### src/rtl/picRegPkg.sv
package picRegPkg;

  typedef enum logic [2:0] {
    ST_WANT_FIRST,
    ST_WANT_BASE,
    ST_WANT_CASCADE,
    ST_WANT_MODE,
    ST_READY
  } initState_t;

  // one-cycle strobes from control to datapath
  typedef struct packed {
    logic startInit;
    logic takeBase;
    logic takeMode;
    logic loadMask;
    logic loadSelect;
    logic eoiLowest;
    logic eoiLevel;
  } strobe_t;

  // bit positions that the decode depends on
  localparam int FIRST_NEED_MODE = 0;
  localparam int FIRST_SINGLE    = 1;
  localparam int MODE_AUTO_EOI   = 1;
  localparam int CMD_KIND_LO     = 3;
  localparam int CMD_KIND_HI     = 4;
  localparam int CMD_EOI         = 5;
  localparam int CMD_SPECIFIC    = 6;

endpackage

### src/rtl/picRegCtrl.sv
module picRegCtrl
  import picRegPkg::*;
(
  input  logic       clk,
  input  logic       rstN,
  input  logic       wrEn,
  input  logic       regAddr,
  input  logic [3:0] cmdField,   // {specific, eoi, kindHi, kindLo}
  input  logic       firstSingle,
  input  logic       firstNeedMode,
  output strobe_t    strobes
);

  initState_t state, stateNext;

  logic kindLo, kindHi, eoiBit, specBit;
  assign kindLo  = cmdField[0];
  assign kindHi  = cmdField[1];
  assign eoiBit  = cmdField[2];
  assign specBit = cmdField[3];

  always_comb begin
    strobes   = '0;
    stateNext = state;
    if (wrEn) begin
      if (!regAddr) begin
        if (state == ST_WANT_FIRST || kindHi) begin
          strobes.startInit = 1'b1;
          stateNext         = ST_WANT_BASE;
        end else if (state == ST_READY) begin
          if (kindLo) begin
            strobes.loadSelect = 1'b1;
          end else if (eoiBit) begin
            strobes.eoiLowest = !specBit;
            strobes.eoiLevel  = specBit;
          end
        end
      end else begin
        case (state)
          ST_WANT_BASE: begin
            strobes.takeBase = 1'b1;
            if (!firstSingle)       stateNext = ST_WANT_CASCADE;
            else if (firstNeedMode) stateNext = ST_WANT_MODE;
            else                    stateNext = ST_READY;
          end
          ST_WANT_CASCADE: stateNext = firstNeedMode ? ST_WANT_MODE : ST_READY;
          ST_WANT_MODE: begin
            strobes.takeMode = 1'b1;
            stateNext        = ST_READY;
          end
          ST_READY: strobes.loadMask = 1'b1;
          default: ;
        endcase
      end
    end
  end

  always_ff @(posedge clk or negedge rstN) begin
    if (!rstN) state <= ST_WANT_FIRST;
    else       state <= stateNext;
  end

  // first command write always leads to the vector-base step
  a_r2_first_word: assert property (@(posedge clk) disable iff (!rstN)
    (state == ST_WANT_FIRST && wrEn && !regAddr) |=> state == ST_WANT_BASE);

  // restart from any state
  a_r12_restart_state: assert property (@(posedge clk) disable iff (!rstN)
    (wrEn && !regAddr && kindHi) |=> state == ST_WANT_BASE);

  // single mode never visits the cascade step
  a_r3_single_skip: assert property (@(posedge clk) disable iff (!rstN)
    (state == ST_WANT_BASE && wrEn && regAddr && firstSingle) |=> state != ST_WANT_CASCADE);

  // mode word ends the sequence
  a_r4_mode_done: assert property (@(posedge clk) disable iff (!rstN)
    (state == ST_WANT_MODE && wrEn && regAddr) |=> state == ST_READY);

  // operational commands keep the block ready
  a_r6_ready_hold: assert property (@(posedge clk) disable iff (!rstN)
    (state == ST_READY && !(wrEn && !regAddr && kindHi)) |=> state == ST_READY);

endmodule

### src/rtl/picRegData.sv
module picRegData
  import picRegPkg::*;
#(
  parameter int DATA_W = 8,
  localparam int NUM_W = $clog2(DATA_W)
)(
  input  logic              clk,
  input  logic              rstN,
  input  strobe_t           strobes,
  input  logic              regAddr,
  input  logic [DATA_W-1:0] wrData,
  input  logic [DATA_W-1:0] irqReq,
  input  logic              intAck,
  output logic              firstSingle,
  output logic              firstNeedMode,
  output logic [DATA_W-1:0] rdData,
  output logic              intPending,
  output logic [NUM_W-1:0]  intNum,
  output logic [DATA_W-1:0] intVector
);

  logic [DATA_W-1:0]       irr, isr, imr, activeReq, ackClear, isrNext;
  logic [DATA_W-NUM_W-1:0] vecBase;
  logic [1:0]              readSel;
  logic                    autoEoi, ackHit;

  function automatic logic [NUM_W-1:0] lowestSet(input logic [DATA_W-1:0] v);
    lowestSet = '0;
    for (int i = DATA_W - 1; i >= 0; i--)
      if (v[i]) lowestSet = i[NUM_W-1:0];
  endfunction

  assign activeReq  = irr & ~imr;
  assign intPending = |activeReq;
  assign intNum     = lowestSet(activeReq);
  assign intVector  = {vecBase, intNum};
  assign ackHit     = intAck && intPending;
  assign ackClear   = ackHit ? (DATA_W'(1) << intNum) : '0;

  always_comb begin
    isrNext = isr;
    if (strobes.eoiLowest) isrNext = isrNext & (isrNext - DATA_W'(1));
    if (strobes.eoiLevel)  isrNext[wrData[NUM_W-1:0]] = 1'b0;
    if (ackHit && !autoEoi) isrNext = isrNext | ackClear;
    if (strobes.startInit)  isrNext = '0;
  end

  always_comb begin
    if (regAddr)              rdData = imr;
    else if (readSel == 2'b10) rdData = irr;
    else if (readSel == 2'b11) rdData = isr;
    else                      rdData = '0;
  end

  always_ff @(posedge clk or negedge rstN) begin
    if (!rstN) begin
      irr           <= '0;
      isr           <= '0;
      imr           <= '0;
      vecBase       <= '0;
      firstSingle   <= 1'b0;
      firstNeedMode <= 1'b0;
      autoEoi       <= 1'b0;
      readSel       <= 2'b10;
    end else begin
      irr <= (irr & ~ackClear) | irqReq;
      isr <= isrNext;
      if (strobes.startInit) begin
        imr           <= '0;
        firstSingle   <= wrData[FIRST_SINGLE];
        firstNeedMode <= wrData[FIRST_NEED_MODE];
        autoEoi       <= 1'b0;
      end
      if (strobes.takeBase)   vecBase <= wrData[DATA_W-1:NUM_W];
      if (strobes.takeMode)   autoEoi <= wrData[MODE_AUTO_EOI];
      if (strobes.loadMask)   imr     <= wrData;
      if (strobes.loadSelect) readSel <= wrData[1:0];
    end
  end

  // mask takes the written byte
  a_r5_mask_load: assert property (@(posedge clk) disable iff (!rstN)
    strobes.loadMask |=> imr == $past(wrData));

  // restart empties mask and in-service
  a_r12_restart_clear: assert property (@(posedge clk) disable iff (!rstN)
    strobes.startInit |=> (imr == '0 && isr == '0));

  // request bits only drop through an acknowledge
  a_r8_irr_sticky: assert property (@(posedge clk) disable iff (!rstN)
    !intAck |=> ((irr & $past(irr)) == $past(irr)));

  // specific end of interrupt clears the named bit
  a_r11_level_eoi: assert property (@(posedge clk) disable iff (!rstN)
    (strobes.eoiLevel && !intAck) |=> !isr[$past(wrData[NUM_W-1:0])]);

  // automatic mode leaves in-service alone on acknowledge
  a_r10_auto_ack: assert property (@(posedge clk) disable iff (!rstN)
    (intAck && autoEoi && strobes == '0) |=> $stable(isr));

endmodule

### src/rtl/picRegTop.sv
module picRegTop
  import picRegPkg::*;
(
  input  logic       clk,
  input  logic       rstN,
  input  logic       regAddr,
  input  logic       wrEn,
  input  logic [7:0] wrData,
  output logic [7:0] rdData,
  input  logic [7:0] irqReq,
  input  logic       intAck,
  output logic       intPending,
  output logic [2:0] intNum,
  output logic [7:0] intVector
);

  strobe_t    strobes;
  logic       firstSingle, firstNeedMode;
  logic [3:0] cmdField;

  assign cmdField = {wrData[CMD_SPECIFIC], wrData[CMD_EOI],
                     wrData[CMD_KIND_HI], wrData[CMD_KIND_LO]};

  picRegCtrl u_ctrl (
    .clk           (clk),
    .rstN          (rstN),
    .wrEn          (wrEn),
    .regAddr       (regAddr),
    .cmdField      (cmdField),
    .firstSingle   (firstSingle),
    .firstNeedMode (firstNeedMode),
    .strobes       (strobes)
  );

  picRegData #(.DATA_W(8)) u_data (
    .clk           (clk),
    .rstN          (rstN),
    .strobes       (strobes),
    .regAddr       (regAddr),
    .wrData        (wrData),
    .irqReq        (irqReq),
    .intAck        (intAck),
    .firstSingle   (firstSingle),
    .firstNeedMode (firstNeedMode),
    .rdData        (rdData),
    .intPending    (intPending),
    .intNum        (intNum),
    .intVector     (intVector)
  );

endmodule

### config.mk
export PLATFORM = sky130hd
export DESIGN_NAME = picRegTop
export DESIGN_NICKNAME = d
export VERILOG_FILES = /design/src/rtl/picRegPkg.sv /design/src/rtl/picRegCtrl.sv /design/src/rtl/picRegData.sv /design/src/rtl/picRegTop.sv
export SDC_FILE = /design/constraint.sdc
export NUM_CORES = 1
export LEC_CHECK = 0
export BUFFER_PORTS_ARGS = -buffer_cell sky130_fd_sc_hd__buf_2
export CORE_ASPECT_RATIO = 0.6
export CORE_MARGIN = 2
export CORE_UTILIZATION = 45
export CTS_CLUSTER_SIZE = 24
export DETAILED_ROUTE_END_ITERATION = 7
export MAX_ROUTING_LAYER = met4
export PLACE_DENSITY = 0.67
export SLEW_MARGIN = 20
export SYNTH_ARGS = -nofsm -noshare
export SYNTH_HDL_FRONTEND = slang
export SYNTH_SLANG_ARGS = --single-unit
### constraint.sdc
create_clock -name clk -period 3.9 [get_ports clk]
set_clock_uncertainty 0.1 [all_clocks]
set_input_delay 0.39 -clock clk [delete_from_list [all_inputs] [get_ports clk]]
set_output_delay 0.39 -clock clk [all_outputs]
set_load 0.05 [all_outputs]
; After elaboration in Yosys (flattened, before gate mapping)
; Cells that the tools add are included.
[classes]
muxes = 40
bitwise = 9
n_eq_ne = 7
shifts = 1
n_reduce_logical = 12
order_cmp = 2
n_addsub = 1
[op_table]
columns = cell, count
row1 = 8-bit 2-to-1 mux, 10
row2 = 3-bit 2-to-1 mux, 16
row3 = 8-bit bitwise AND, 4
row4 = 8-bit inverter, 3
row5 = 8-bit bitwise OR, 2
row6 = 1-bit 2-to-1 mux, 9
row7 = 3-bit case mux with 3 select lines, 1
row8 = 8-bit OR reduction, 1
row9 = "1-bit by 3-bit left shift with 8-bit output, first input constant", 1
row10 = "8-bit by 1-bit subtractor with 8-bit output, second input constant", 1
row11 = 7-bit 2-to-1 mux, 1
row12 = "3-bit by 2-bit equality test with 1-bit output, second input constant", 2
row13 = 2-bit nonzero test, 3
row14 = "2-bit equality test, second input constant", 2
row15 = "3-bit by 4-bit less-than comparator with 1-bit output, second input constant", 1
row16 = 2-bit 2-to-1 mux, 2
row17 = "4-bit by 1-bit != test with 1-bit output, second input constant", 1
row18 = 1-bit demux with 3-bit select, 1
row19 = "3-bit by 1-bit equality test with 1-bit output, second input constant", 1
row20 = "3-bit equality test, second input constant", 1
row21 = "3-bit by 1-bit greater-or-equal comparator with 1-bit output, second input constant", 1
row22 = 1-bit logical AND, 3
row23 = 3-bit logical NOT, 1
row24 = 3-bit AND reduction, 1
row25 = 2 further kinds, 3
[totals]
reg_bits = 37
output_inout_bits = 20
input_bits = 21
elab_cells = 81

; Logic depth before layout (Yosys ltp)
; Gate-level depths: netlist of run 1.
[logic_depth]
depth_word = 15
mapped_depth = 7
ltp_nobuf = 5

; By module
; Synthesis of run 1 repeated with hierarchy kept, for this count alone.
[unflattened]
cells_unflattened = 228
area_unflattened_um2 = 2104.5
[modules_own_cells]
columns = module, area_per_inst_um2, cells_per_inst, instances
row1 = picRegData, 1826.8, 196, 1
row2 = picRegCtrl, 277.8, 32, 1

; Least setup slack after synthesis of run 1
; Ideal clock, no wire load.
[synth_timing]
kind = flip-flop to output port
startpoint = register u_data.irr[3]
endpoint = output port intVector[2]
stages_incl_launch_ff = 5
slack_ps = 1303
t_arrival_ps = 2107
path_cell_list = dfrtp_1 nor2b_1 or4_1 nor2_1 buf_4
[synth_between]
elab_chain_cells = 5
[synth_lines]
columns = element, line_no
row1 = start: declaration, picRegData.sv:22  ; logic [DATA_W-1:0] irr, isr, imr, activeReq, ackClear, isrNext;
row2 = start signal: assignment, picRegData.sv:66  ; irr <= (irr & ~ackClear) | irqReq;
row3 = 8-bit bitwise AND, picRegData.sv:33  ; assign activeReq = irr & ~imr;
row4 = 3-bit 2-to-1 mux (4 in a row), picRegData.sv:30  ; if (v[i]) lowestSet = i[NUM_W-1:0];
row5 = end: declaration, picRegTop.sv:14  ; output logic [7:0] intVector
; No other way between the ends.

; Worst setup path after layout of run 1
[layout_timing]
startpoint = register u_data.imr[3]
endpoint = output port intNum[0]
[layout_between]
elab_chain_cells = 6
[layout_lines]
columns = element, line_no
row1 = start: declaration, picRegData.sv:22
row2 = start signal: assignment, picRegData.sv:76  ; if (strobes.loadMask) imr <= wrData;
row3 = 8-bit inverter, picRegData.sv:33
row4 = 8-bit bitwise AND, picRegData.sv:33
row5 = 3-bit 2-to-1 mux (4 in a row), picRegData.sv:30
row6 = end: declaration, picRegTop.sv:13  ; output logic [2:0] intNum,
; No other way between the ends.

==> impl_metrics.tcl, run 1 <==
set metrics [dict create \
    status "complete, no violations" \
    hold_class "input port to asynchronous set/reset pin" \
    clkTransAtPathRegs_ps 70 \
    syn_inst 231 \
    peakVddDrop_v 0.0004697 \
    setup_viol 0 \
    dp_slack_ps 1761 \
    cts.repair.resized 0 \
    worstPathArrival_ps 2000 \
    wl_per_cell_um 16.86 \
    track_usage 0.2440 \
    worst_slack_ps 1410 \
    die_height_um 56.59 \
    firstDrtPassIters 5 \
    drc_errors 0 \
    viasPerCell 5.666 \
    ys_seq_area_frac 0.4469 \
    antenna_found_initial 0 \
    crit_fanout 5 \
    h-tree-depth 2 \
    clock-root-buffer "clkbuf_8" \
    grt_first_pass_wirelength_um 9246 \
    multi_input_area_mm2 0.001064 \
    clkSinkCount 37 \
    row_count 19 \
    netlist_area_mm2 0.002074 \
    fmax_ghz 0.4016 \
    cp.depth 5 \
    drv_cap 0 \
    crit_start "u_data.imr[3]" \
    nNetsFinal 289 \
    syn_to_final_growth_pct 14.66 \
    coreArea_mm2 0.004493 \
    r2r_cells 5 \
    synthXorXnorAreaFrac 0 \
    hold_viol 0 \
    io_pins 41 \
    n_fill_cell 418 \
    rrSetupSlack_ps 1910 \
    first_iter_violations 195 \
    rsz0062_at_grt "no" \
    slew_violations 0 \
    worstMarginPinSlew_ps 830.0 \
    antenna_left 0 \
    period_minus_slack_ps 2490 \
    power.density_mw_per_mm2 668.5 \
    cts_max_path_buffers 2 \
    synth_area_per_cell_um2 8.980 \
    synth_flop_cell "dfrtp_1" \
    diodes 0 \
    power_leakage_uw 0.001040 \
    max_stage_delay_ps 420 \
    cts_buffers 5 \
    layout_common_cells "buf_2 (40), dfrtp_1 (36), nand2_1 (33)" \
    tritoncts "yes" \
    cp_num_buf_inv 1 \
    ys_seq_elements 37 \
    clkLatencyLatePin_ps 290 \
    instances_no_fill 332 \
    synth_top_family_by_area "simple AND/OR/NAND/NOR gates" \
    synthAdderAreaFrac 0 \
    layout_commonest_cell "buf_2" \
    die-area_mm2 0.005187 \
    vias 1881 \
    relSlewSlack 0.4463 \
    synth_edf_count 0 \
    required_ps 3410 \
    yosys.area_share.simple 0.2600 \
    drt_wl_total_um 5599 \
    placedCellCount 324 \
    crit_path_start_kind "register" \
    r2r_start "u_ctrl.state[1]" \
    dpl.hpwl_um 4290 \
    yosys_warnings 0 \
    postCtsHoldBufs 0 \
    post-cts-setup-buffer-count 0 \
    gp_congestion 0.8877 \
    synth_cell_types 44 \
    regArea_um2 927.1 \
    design_area_mm2 0.002379 \
    grt-ovfl-total 0 \
    crit_type "register to output port" \
    start_util 0.4617 \
    placed_cell_area_mm2 0.002288 \
    synthMuxAreaShare 0.07660 \
    synth_nets 252 \
    path_cells "nor2b_1, a311o_1, nand2_1, a21oi_1, buf_2" \
    cp_top_family "compound AO/OA/AOI/OAI gates" \
    die_w_um 91.66 \
    crit_slowest_cell "dfrtp_1" \
    drive_above_1_share 0.2342 \
    async_reset_ff_frac 1.000 \
    portBuffers 40 \
    grt_max_degree 38 \
    period_share 0.6384 \
    fin_tns_setup_ps 0 \
    endpoint_kind "output port" \
    reg2reg_to "u_data.isr[5]" \
    synth_compound_area_frac 0.1761 \
    grt_pass1_vias 1757 \
]
## through the flow
step             util  total power (µW)  hold slack (ps)
4_1_cts        0.5294              1588            111.4
2_1_floorplan       -              1143           -5.591
5_1_grt        0.5294              1680            149.4
3_3_place_gp   0.5093              1295            380.4
3_5_place_dp   0.5093              1309            385.5
6_report       0.5294              1590            84.73
## sequential cells by signal (all words and copies together), names as in the netlist
signal	flops
u_data.imr	8
u_data.irr	8
u_data.isr	8
u_data.vecBase	5
u_ctrl.state	3
u_data.readSel	2
u_data.autoEoi	1
u_data.firstNeedMode	1
u_data.firstSingle	1
## cell usage after synthesis, types with 3 or more instances
cell type | count | area (µm²)
mux2i_1 | 8 | 80.08
nand3_1 | 15 | 75.07
buf_4 | 3 | 22.52
a21o_1 | 6 | 45.04
nor2_1 | 18 | 67.56
nand2_1 | 33 | 123.9
a21oi_1 | 7 | 35.03
dfrtp_1 | 36 | 900.9
clkbuf_1 | 4 | 15.01
nand2b_1 | 10 | 62.56
nor3_1 | 7 | 35.03
a31oi_1 | 5 | 31.28
nor2b_1 | 8 | 50.05
o21ai_0 | 22 | 110.1
mux2_2 | 7 | 78.83
inv_1 | 5 | 18.77
## power by group
part | total, µW | internal [µW] | switching, µW | leakage [µW]
combinational | 692 | 211 | 481 | 0.000546
sequential | 616 | 489 | 128 | 0.000449
clock | 282 | 144 | 137 | 0.0000455
## cells by family after synthesis
family / Yosys count
DFF: 37
muxes: 15
and+or+nand+nor: 108
AOI/OAI and AO/OA: 56
buffers and inverters: 15
## worst max-delay path by stage
| stage | endpoint |
|---|---|
| after floorplan | intVector[2] |
| after global placement | intNum[0] |
| after detailed placement | intNum[0] |
| after CTS | intNum[0] |
| after global routing | intNum[0] |
| final | intNum[0] |
## cell type report
class                           instances  area share
Tap cell                               63     0.03314
Inverter                                5    0.007891
Sequential cell                        37      0.3898
Timing Repair Buffer                   40     0.08417
Clock buffer                            8     0.03787
Multi-Input combinational cell        179      0.4471
## layer usage
metal  track usage  routed length [µm]
met1        0.3786                2849
met2        0.3120                2190
met3       0.06174                 499
met4       0.06061                  59
met5             -                   0
No activity file was read; power rests on OpenSTA's default activity.
==> inputs of run 2 (changes only) <==
Clock period 3.9 ns to 2.4 ns, I/O delays scaled along.
==> impl_metrics.tcl, run 2 (synthesis gave the netlist of run 1 again) <==
set metrics [dict create \
    track_usage 0.2413 \
    die_height_um 56.59 \
    crit_path_start_kind "register" \
    drt_wl_total_um 5556 \
    r2r_start "u_data.irr[0]" \
    endpoint_kind "output port" \
    clkSinkCount 37 \
    crit_fanout 5 \
    slew_violations 0 \
    peakVddDrop_v 0.0005105 \
    crit_start "u_data.irr[0]" \
    power.density_mw_per_mm2 1086 \
    die-area_mm2 0.005187 \
    relSlewSlack 0.4429 \
    vias 1882 \
    period_minus_slack_ps 2214 \
    cts_buffers 5 \
    cts.repair.resized 0 \
    tritoncts "yes" \
    row_count 19 \
    rsz0062_at_grt "no" \
    fin_tns_setup_ps 0 \
    max_stage_delay_ps 560 \
    wl_per_cell_um 16.63 \
    hold_class "input port to register" \
    io_pins 41 \
    drc_errors 0 \
    nNetsFinal 291 \
    r2r_cells 5 \
    holdPathStages 2 \
    fmax_ghz 0.4517 \
    crit_type "register to output port" \
    placedCellCount 325 \
    layout_commonest_cell "buf_2" \
    hold_end "u_data.irr[1]" \
    cts_max_path_buffers 2 \
    drv_cap 0 \
    grt_pass1_vias 1738 \
    die_w_um 91.66 \
    setup_viol 0 \
    required_ps 2060 \
    rrSetupSlack_ps 450 \
    status "complete, no violations" \
    dpl.hpwl_um 4126 \
    power_leakage_uw 0.001057 \
    grt_max_degree 38 \
    gp_congestion 0.9177 \
    post-cts-setup-buffer-count 0 \
    period_share 0.9225 \
    coreArea_mm2 0.004493 \
    clkTransAtPathRegs_ps 70 \
    antenna_left 0 \
    layout_common_cells "buf_2 (40), dfrtp_1 (36), nand2_1 (33)" \
    grt_first_pass_wirelength_um 9252 \
    first_iter_violations 124 \
    diodes 0 \
    instances_no_fill 334 \
    h-tree-depth 2 \
    worstPathArrival_ps 1870 \
    postCtsHoldBufs 1 \
    reg2reg_to "u_data.irr[5]" \
    path_cells "nor2b_1, or4_1, nor2_2, buf_2" \
    clock-root-buffer "clkbuf_8" \
    drive_above_1_share 0.2509 \
    hold_viol 0 \
    largest_registers "u_data.imr (8), u_data.irr (8), u_data.isr (8)" \
    viasPerCell 5.635 \
    worstMarginPinSlew_ps 835.7 \
    hold_start "irqReq[1]" \
    firstDrtPassIters 4 \
    crit_slowest_cell "or4_1" \
    antenna_found_initial 0 \
    grt-ovfl-total 0 \
    portBuffers 40 \
    clkLatencyLatePin_ps 290 \
    start_util 0.4617 \
    syn_to_final_growth_pct 16.34 \
]
[run 2: layout make-up]
cell class | count | area, µm²
Fill cell | 424 | 2079
Multi-Input combinational cell | 179 | 1070
Sequential cell | 37 | 927.1
Timing Repair Buffer | 42 | 217.7
Clock buffer | 7 | 96.34
Tap cell | 63 | 78.83
Inverter | 5 | 18.77
Clock inverter | 1 | 5.005
[run 2: critical path: cells and delay by family (launching register included)]
family | cells | cell delay, ps
flip-flops | 1 | 410
AND/OR/NAND/NOR | 3 | 900
buffers and inverters | 1 | 270
[run 2: through the flow]
step                      worst slack [ps]  total power [µW]  area [µm²]  hold WS, ps  utilization
after global placement               455.9              2127        2302        293.5       0.5124
after floorplan                      136.1              1862        2081       -155.6            -
after detailed placement             465.7              2139        2302        291.8       0.5124
after global routing                 59.27              2779        2414        14.57       0.5372
final                                186.1              2622        2414        20.95       0.5372
after CTS                            174.6              2632        2414        14.25       0.5372
[run 2: routing by layer]
layer / part of all wire / vias to the layer above / global-route usage / wire length [µm]
met5: 0 / - / - / 0
met4: 0.010 / 0 / 0.07143 / 56
met3: 0.11 / 5 / 0.06577 / 596
met2: 0.39 / 83 / 0.2931 / 2146
met1: 0.50 / 887 / 0.3802 / 2756
li1: - / 907 / - / -
[run 2: how the worst max path moves through the flow]
stage	endpoint	depth (start not counted)
3_5_place_dp	u_data.irr[5]	5
4_1_cts	intNum[2]	4
3_3_place_gp	u_data.irr[5]	5
2_1_floorplan	rdData[6]	3
6_report	intNum[2]	4
5_1_grt	intVector[0]	5
[run 2: where the power goes]
| group | leakage, µW | switching, µW | internal, µW |
|---|---|---|---|
| registers | 0.000449 | 211 | 794 |
| clock network | 0.0000542 | 224 | 260 |
| logic | 0.000554 | 785 | 348 |
